===== src/rtl/rqm_pkg.sv =====
package rqm_pkg;
  localparam int QOS_W      = 4;
  localparam int CLS_W      = 2;
  localparam int N_REG      = 3;
  localparam int REG_W      = $clog2(N_REG);
  localparam int CFG_W      = 32;
  localparam int LO_LSB     = 0;
  localparam int HI_LSB     = 8;
  localparam int REG_LSB    = 16;
  localparam int REG_STRIDE = 4;
  localparam int QOS_MAX    = (1 << QOS_W) - 1;

  localparam logic [CLS_W-1:0] CLS_LOW  = 2'd0;
  localparam logic [CLS_W-1:0] CLS_VAR  = 2'd1;
  localparam logic [CLS_W-1:0] CLS_HIGH = 2'd2;
  localparam logic [CLS_W-1:0] CLS_BAD  = 2'd3;

  typedef struct packed {
    logic [N_REG-1:0][CLS_W-1:0] rcls;
    logic [QOS_W-1:0]            hi;
    logic [QOS_W-1:0]            lo;
  } map_cfg_t;

  localparam map_cfg_t CFG_RST = '{
    rcls: {CLS_HIGH, CLS_LOW, CLS_LOW},
    hi:   QOS_W'(QOS_MAX - 1),
    lo:   '0
  };
endpackage


===== src/rtl/rqm_cfg_regs.sv =====
module rqm_cfg_regs
  import rqm_pkg::*;
#(
  parameter bit DUAL_Q = 1'b0
) (
  input  logic             clk_i,
  input  logic             rst_ni,
  input  logic             we_i,
  input  logic [CFG_W-1:0] wdata_i,
  input  logic             upd_en_i,
  input  logic             busy_i,
  output map_cfg_t         active_o,
  output logic             err_o
);
  localparam logic [QOS_W-1:0] HI_MAX = QOS_W'(QOS_MAX - 1);
  localparam logic [QOS_W-1:0] LO_MAX = DUAL_Q ? QOS_W'(QOS_MAX - 2) : QOS_W'(QOS_MAX - 1);

  map_cfg_t wr_cfg, shadow_q, active_q;
  logic     bad;
  logic     unused_wbits;

  assign wr_cfg.lo = wdata_i[LO_LSB +: QOS_W];
  assign wr_cfg.hi = wdata_i[HI_LSB +: QOS_W];
  for (genvar k = 0; k < N_REG; k++) begin : g_unpack
    assign wr_cfg.rcls[k] = wdata_i[REG_LSB + REG_STRIDE*k +: CLS_W];
  end
  assign unused_wbits = ^wdata_i;

  always_comb begin
    bad = (shadow_q.hi <= shadow_q.lo) || (shadow_q.hi > HI_MAX) || (shadow_q.lo > LO_MAX);
    for (int k = 0; k < N_REG; k++) begin
      if (shadow_q.rcls[k] == CLS_BAD) bad = 1'b1;
      if (DUAL_Q) begin
        // lower regions feed blue queue: no HPR; top region feeds red: no LPR
        if (k < N_REG-1 && shadow_q.rcls[k] == CLS_HIGH) bad = 1'b1;
        if (k == N_REG-1 && shadow_q.rcls[k] == CLS_LOW) bad = 1'b1;
      end
    end
  end

  always_ff @(posedge clk_i or negedge rst_ni) begin
    if (!rst_ni) begin
      shadow_q <= CFG_RST;
      active_q <= CFG_RST;
    end else begin
      if (we_i) shadow_q <= wr_cfg;
      if (upd_en_i && !busy_i && !bad) active_q <= shadow_q;
    end
  end

  assign active_o = active_q;
  assign err_o    = bad;


  err_hold_chk: assert property (@(posedge clk_i) disable iff (!rst_ni)
    err_o |=> $stable(active_q));

  blocked_hold_chk: assert property (@(posedge clk_i) disable iff (!rst_ni)
    (busy_i || !upd_en_i) |=> $stable(active_q));

  active_order_chk: assert property (@(posedge clk_i) disable iff (!rst_ni)
    active_q.hi > active_q.lo);
endmodule


===== src/rtl/rqm_region_dec.sv =====
module rqm_region_dec
  import rqm_pkg::*;
(
  input  logic [QOS_W-1:0] qos_i,
  input  logic [QOS_W-1:0] lo_i,
  input  logic [QOS_W-1:0] hi_i,
  output logic [REG_W-1:0] region_o
);
  always_comb begin
    if (qos_i <= lo_i)      region_o = REG_W'(0);
    else if (qos_i <= hi_i) region_o = REG_W'(1);
    else                    region_o = REG_W'(2);
  end
endmodule


===== src/rtl/rqm_class_sel.sv =====
module rqm_class_sel
  import rqm_pkg::*;
#(
  parameter bit DUAL_Q = 1'b0,
  parameter bit VPR_EN = 1'b1
) (
  input  logic                        clk_i,
  input  logic                        rst_ni,
  input  logic                        req_vld_i,
  input  logic [REG_W-1:0]            region_i,
  input  logic [N_REG-1:0][CLS_W-1:0] rcls_i,
  output logic                        vld_o,
  output logic [CLS_W-1:0]            cls_o,
  output logic [REG_W-1:0]            region_o,
  output logic                        red_o
);
  logic [CLS_W-1:0] code, cls_n;
  logic             red_n;
  logic             vld_q, red_q;
  logic [CLS_W-1:0] cls_q;
  logic [REG_W-1:0] reg_q;

  assign code = rcls_i[region_i];

  if (VPR_EN) begin : g_vpr
    assign cls_n = code;
  end else begin : g_alias
    assign cls_n = (code == CLS_VAR) ? CLS_LOW : code;
  end

  if (DUAL_Q) begin : g_dual
    assign red_n = (region_i == REG_W'(N_REG-1));
  end else begin : g_single
    assign red_n = 1'b0;
  end

  always_ff @(posedge clk_i or negedge rst_ni) begin
    if (!rst_ni) begin
      vld_q <= 1'b0;
      cls_q <= '0;
      reg_q <= '0;
      red_q <= 1'b0;
    end else begin
      vld_q <= req_vld_i;
      if (req_vld_i) begin
        cls_q <= cls_n;
        reg_q <= region_i;
        red_q <= red_n;
      end
    end
  end

  assign vld_o    = vld_q;
  assign cls_o    = cls_q;
  assign region_o = reg_q;
  assign red_o    = red_q;


  vld_follow_chk: assert property (@(posedge clk_i) disable iff (!rst_ni)
    req_vld_i |=> vld_q);

  vld_idle_chk: assert property (@(posedge clk_i) disable iff (!rst_ni)
    !req_vld_i |=> !vld_q);

  cls_legal_chk: assert property (@(posedge clk_i) disable iff (!rst_ni)
    vld_q |-> cls_q != CLS_BAD);

  region_range_chk: assert property (@(posedge clk_i) disable iff (!rst_ni)
    vld_q |-> reg_q < REG_W'(N_REG));

  if (!VPR_EN) begin : g_alias_chk

    no_var_chk: assert property (@(posedge clk_i) disable iff (!rst_ni)
      vld_q |-> cls_q != CLS_VAR);
  end

  if (DUAL_Q) begin : g_dual_chk

    red_top_chk: assert property (@(posedge clk_i) disable iff (!rst_ni)
      vld_q |-> (red_q == (reg_q == REG_W'(N_REG-1))));
  end else begin : g_single_chk

    single_blue_chk: assert property (@(posedge clk_i) disable iff (!rst_ni)
      !red_q);
  end
endmodule


===== src/rtl/rd_qos_mapper.sv =====
module rd_qos_mapper
  import rqm_pkg::*;
#(
  parameter bit DUAL_Q = 1'b0,
  parameter bit VPR_EN = 1'b1
) (
  input  logic             clk_i,
  input  logic             rst_ni,
  input  logic             req_vld_i,
  input  logic [QOS_W-1:0] req_qos_i,
  input  logic             cfg_we_i,
  input  logic [CFG_W-1:0] cfg_wdata_i,
  input  logic             cfg_upd_en_i,
  output logic             cfg_err_o,
  output logic             cls_vld_o,
  output logic [CLS_W-1:0] cls_o,
  output logic [REG_W-1:0] region_o,
  output logic             red_q_o
);
  map_cfg_t         act;
  logic [REG_W-1:0] region;

  rqm_cfg_regs #(.DUAL_Q(DUAL_Q)) u_cfg (
    .clk_i    (clk_i),
    .rst_ni   (rst_ni),
    .we_i     (cfg_we_i),
    .wdata_i  (cfg_wdata_i),
    .upd_en_i (cfg_upd_en_i),
    .busy_i   (req_vld_i),
    .active_o (act),
    .err_o    (cfg_err_o)
  );

  rqm_region_dec u_dec (
    .qos_i    (req_qos_i),
    .lo_i     (act.lo),
    .hi_i     (act.hi),
    .region_o (region)
  );

  rqm_class_sel #(.DUAL_Q(DUAL_Q), .VPR_EN(VPR_EN)) u_sel (
    .clk_i     (clk_i),
    .rst_ni    (rst_ni),
    .req_vld_i (req_vld_i),
    .region_i  (region),
    .rcls_i    (act.rcls),
    .vld_o     (cls_vld_o),
    .cls_o     (cls_o),
    .region_o  (region_o),
    .red_o     (red_q_o)
  );
endmodule


===== config.mk =====
export PLATFORM = sky130hd
export DESIGN_NAME = rd_qos_mapper
export DESIGN_NICKNAME = d
export VERILOG_FILES = /design/src/rtl/rqm_pkg.sv /design/src/rtl/rqm_cfg_regs.sv /design/src/rtl/rqm_region_dec.sv /design/src/rtl/rqm_class_sel.sv /design/src/rtl/rd_qos_mapper.sv
export SDC_FILE = /design/constraint.sdc
export NUM_CORES = 1
export LEC_CHECK = 0
export CAP_MARGIN = 20
export CELL_PAD_IN_SITES_DETAIL_PLACEMENT = 1
export CELL_PAD_IN_SITES_GLOBAL_PLACEMENT = 2
export CORE_AREA = 8 8 81 83
export CTS_BUF_LIST = sky130_fd_sc_hd__clkbuf_8 sky130_fd_sc_hd__clkbuf_16
export DETAILED_ROUTE_END_ITERATION = 10
export DIE_AREA = 0 0 89 91
export GPL_ROUTABILITY_DRIVEN = 0
export GPL_TIMING_DRIVEN = 0
export PLACE_DENSITY_LB_ADDON = 0.1
export REMOVE_ABC_BUFFERS = 1
export SETUP_SLACK_MARGIN = 0.5
export SKIP_LAST_GASP = 1
export SLEW_MARGIN = 40
export SYNTH_ARGS = -nofsm -noshare
export SYNTH_HDL_FRONTEND = slang
export SYNTH_SLANG_ARGS = --single-unit

===== constraint.sdc =====
create_clock -name clk_i -period 5.9 [get_ports clk_i]
set_input_delay 1.18 -clock clk_i [delete_from_list [all_inputs] [get_ports clk_i]]
set_output_delay 1.18 -clock clk_i [all_outputs]
set_load 0.005 [all_outputs]

==> results.md <==
- Fin crit period: 3413 ps
- Netlist Area Pre-Place: 0.001644 mm^2
- Sw Share: about 28%
- Antenna violations before repair: 0
- Slew at the pin with the worst max-slew slack: approximately 640 ps
- Htree depth: 2
- Vias in the first global route: between 1000 and 1500
- Psw: around 240 uW
- Post-Place Cell Area: 0.001998 mm^2
- Post-Synthesis Cells: 132
- RSZ-0062 raised after global routing: no
- Setup Fix Bufs, Post-CTS: 0
- Die Span Y: just over 90 um
- Crit Path Category: register to output port
- Max Buffers Root-to-Sink: 2
- Pwr/cell area: roughly 410 mW/mm^2
- Max FO, Critical Path: 4
- Hold Buf Count CTS: 0
- Grt ovf: 0
- Sequential-to-total area share from yosys stat: about half
- TritonCTS clock tree: yes
- Unique masters post-synth: 30
- Wire per inst: 14.95 um
- Layout cells sized above 1: 25.45%
- Die Area: 0.008099 mm^2
- Initial detailed-routing violation count: a little under 50
- CTS resizes: 0
- First-pass DRT Iterations: 4
- R2r startpoint: u_cfg.shadow_q[3]
- #FFs+latches synth: 33
- Slew headroom: 57.12%
- Worst EP arrival: between 2000 and 2500 ps
- Worst vdd rail ir drop: 0.1823 mV
- Clock slew at reported path FFs: 80 ps
- Endpoints failing hold: 0
- Total Wirelength: 3.543 mm
- Startpoint types: register
- Ys flop type: dfrtp_1
- Leak: roughly 0.94 nW
- Largest net degree at the start of global routing: 21
- Die W: 89 um
- PortBufs: 28
- Final Slew Violations: 0
- Hold endpoint: u_cfg.active_o[8]
- Max-cap violations: 0
- Logic pwr share: between 30% and 40%
- Worst Hold Path Cells: 1
- Crit-path cells: ha_1, nand3_1, o22ai_1, o221ai_2, clkdlybuf4s50_1
- Seq pwr share: between 40% and 50%
- FF-to-FF setup slack: between 3000 and 4000 ps
- Worst Skew: 11.01 ps
- DR DRC count: 0
- Slowest CP cell: dfstp_2
- Site Rows: 27
- Clock Sinks: 33
- DP HPWL: around 2.8 mm
- Worst Hold Class: register to register
- Hold_sp: u_cfg.active_o[8]
- Io pins: 48
- Total CTS buffers: 5
- Post-synth EDFFs: 0
- Tcrit/Tclk final: 57.84%
- Endpoints failing setup: 0
- Post-route ant nets: 0
- Final nets: ~220
- Total track usage: 9.653%
- Synthesis Warnings: 0
- Initial Utilization: between 30% and 40%
- FFs w/ async S/R, synth: 100.0%
- Via count: ~1100
- Worst-skew pair later-pin latency: roughly 280 ps
- Worst setup EP type: output port
- WP data required: around 4700 ps
- FILL cells: 600
- First-pass GRT wire length: approximately 6.1 mm
- Area delta synth->final: 30.37%
- Max Clk Rate: between 0.2 and 0.3 GHz
- Worst r2r dst: u_cfg.active_o[4]
- Crit-path max cell delay: roughly 570 ps
- Clock power share: 29.1%
- Total core area: ~0.0053 mm^2
- Post-DR vias/cell: between 4 and 5
- Int Pwr: 627.8 uW
- Outcome: completed
- Setup TNS: 0 ps
- Ant diodes: 0
- CTS root buf: clkbuf_8
- Reg2Reg Depth: 8
- Finished Cell Area: ~0.0021 mm^2
- Post-Syn Area per Cell: approximately 12 um^2
==> flip-flops by register name (all words and copies together), names as in the netlist <==
| name | flops |
|---|---|
| u_cfg.shadow_q | 14 |
| u_sel.region_o | 2 |
| u_sel.cls_o | 2 |
| u_sel.vld_o | 1 |
| u_cfg.active_o | 14 |
==> through the flow <==
stage                     std cells  hold slack, ps  setup WS (ps)  total power, mW  utilization (%)
after CTS                       236           518.2           2436           0.8882            39.94
after floorplan                 127           480.3           3479           0.5177                -
after global placement          227           502.6           2754           0.6116            37.01
final                           237           520.4           2487           0.8711            40.15
after detailed placement        228           501.9           2742           0.6284            37.44
after global routing            237           552.9           2359           0.9358            40.15
==> final cells by class <==
type                    instances  area (um^2)  share of cell area (%)
well taps                      72        90.09                   4.203
flip-flops and latches         33        835.8                   39.00
multi-input cells              79        713.2                   33.27
clock buffers                   5        68.82                   3.211
inverters                      15        56.30                   2.627
clock inverters                 3        65.06                   3.036
repair buffers                 30        314.1                   14.65
==> worst max-delay path, delay by kind of cell, from the launching register on <==
| kind | cells | cell delay, ps |
|---|---|---|
| simple gates | 1 | 130 |
| buf+inv | 1 | 570 |
| compound gates | 2 | 410 |
| fa+ha+maj | 1 | 260 |
| flops | 1 | 570 |
==> cell usage in the layout (no fill, tap or decap), drive strengths merged, types with 2 or more instances in the layout <==
| cell type | Yosys | final |
|---|---|---|
| a21oi | 3 | 3 |
| a41oi | 2 | 2 |
| buf | 2 | 3 |
| bufinv | 0 | 2 |
| clkbuf | 3 | 5 |
| clkdlybuf4s50 | 0 | 27 |
| dfrtp | 25 | 25 |
| dfstp | 8 | 8 |
| ha | 12 | 12 |
| inv | 15 | 15 |
| mux2 | 21 | 21 |
| mux2i | 3 | 3 |
| nand2 | 4 | 4 |
| nand2b | 2 | 2 |
| nand3 | 7 | 7 |
| nand4 | 3 | 3 |
| nor2 | 2 | 2 |
| nor2b | 2 | 2 |
| o21ai | 7 | 7 |
==> routing by layer <==
| metal | global-route usage (%) | up-vias | part of all wire, % |
|---|---|---|---|
| met4 | 3.745 | 0 | 0.40 |
| met2 | 14.29 | 27 | 46 |
| met3 | 3.964 | 3 | 4.9 |
| met5 | 0 | - | 0 |
| met1 | 12.13 | 540 | 49 |
| li1 | - | 527 | - |
==> worst max path at each step <==
| stage | endpoint | start |
|---|---|---|
| 2_1_floorplan | u_sel.cls_o[0] | req_qos_i[1] |
| 3_3_place_gp | u_sel.cls_o[1] | req_qos_i[1] |
| 3_5_place_dp | u_sel.cls_o[1] | req_qos_i[3] |
| 4_1_cts | cfg_err_o | u_cfg.shadow_q[6] |
| 5_1_grt | cfg_err_o | u_cfg.shadow_q[6] |
| 6_report | cfg_err_o | u_cfg.shadow_q[7] |
==> power groups by stage <==
stage          Clock, mW  Combinational [mW]  Sequential [mW]
2_1_floorplan          0               0.177            0.341
3_3_place_gp           0               0.259            0.353
3_5_place_dp           0               0.271            0.357
4_1_cts            0.261               0.274            0.353
5_1_grt            0.270               0.304            0.361
6_report           0.254               0.267            0.350
==> cells in the mapped netlist, types with 2 or more instances <==
cell      number  area share (%)
dfrtp_1       25              38
inv_1         15             3.4
mux2_2        14             9.6
ha_1          12             9.1
dfstp_2        8              13
mux2_4         7             6.4
nand3_1        7             2.1
o21ai_0        7             2.1
nand2_1        4            0.91
a21oi_1        3            0.91
clkbuf_1       3            0.68
mux2i_1        3             1.8
nand4_1        3             1.1
a41oi_1        2             1.1
nand2b_1       2            0.76
nor2_1         2            0.46
nor2b_1        2            0.76
==> logic make-up after synthesis <==
kind of cell | count (synthesis) | share of synthesized area, %
flops | 33 | 50.84
mux | 24 | 17.81
simple gates | 23 | 8.219
buf+inv | 20 | 5.784
compound gates | 19 | 7.991
fa+ha+maj | 12 | 9.132
other cells | 1 | 0.2281
Note: power is estimated with default switching activity, not from simulation.
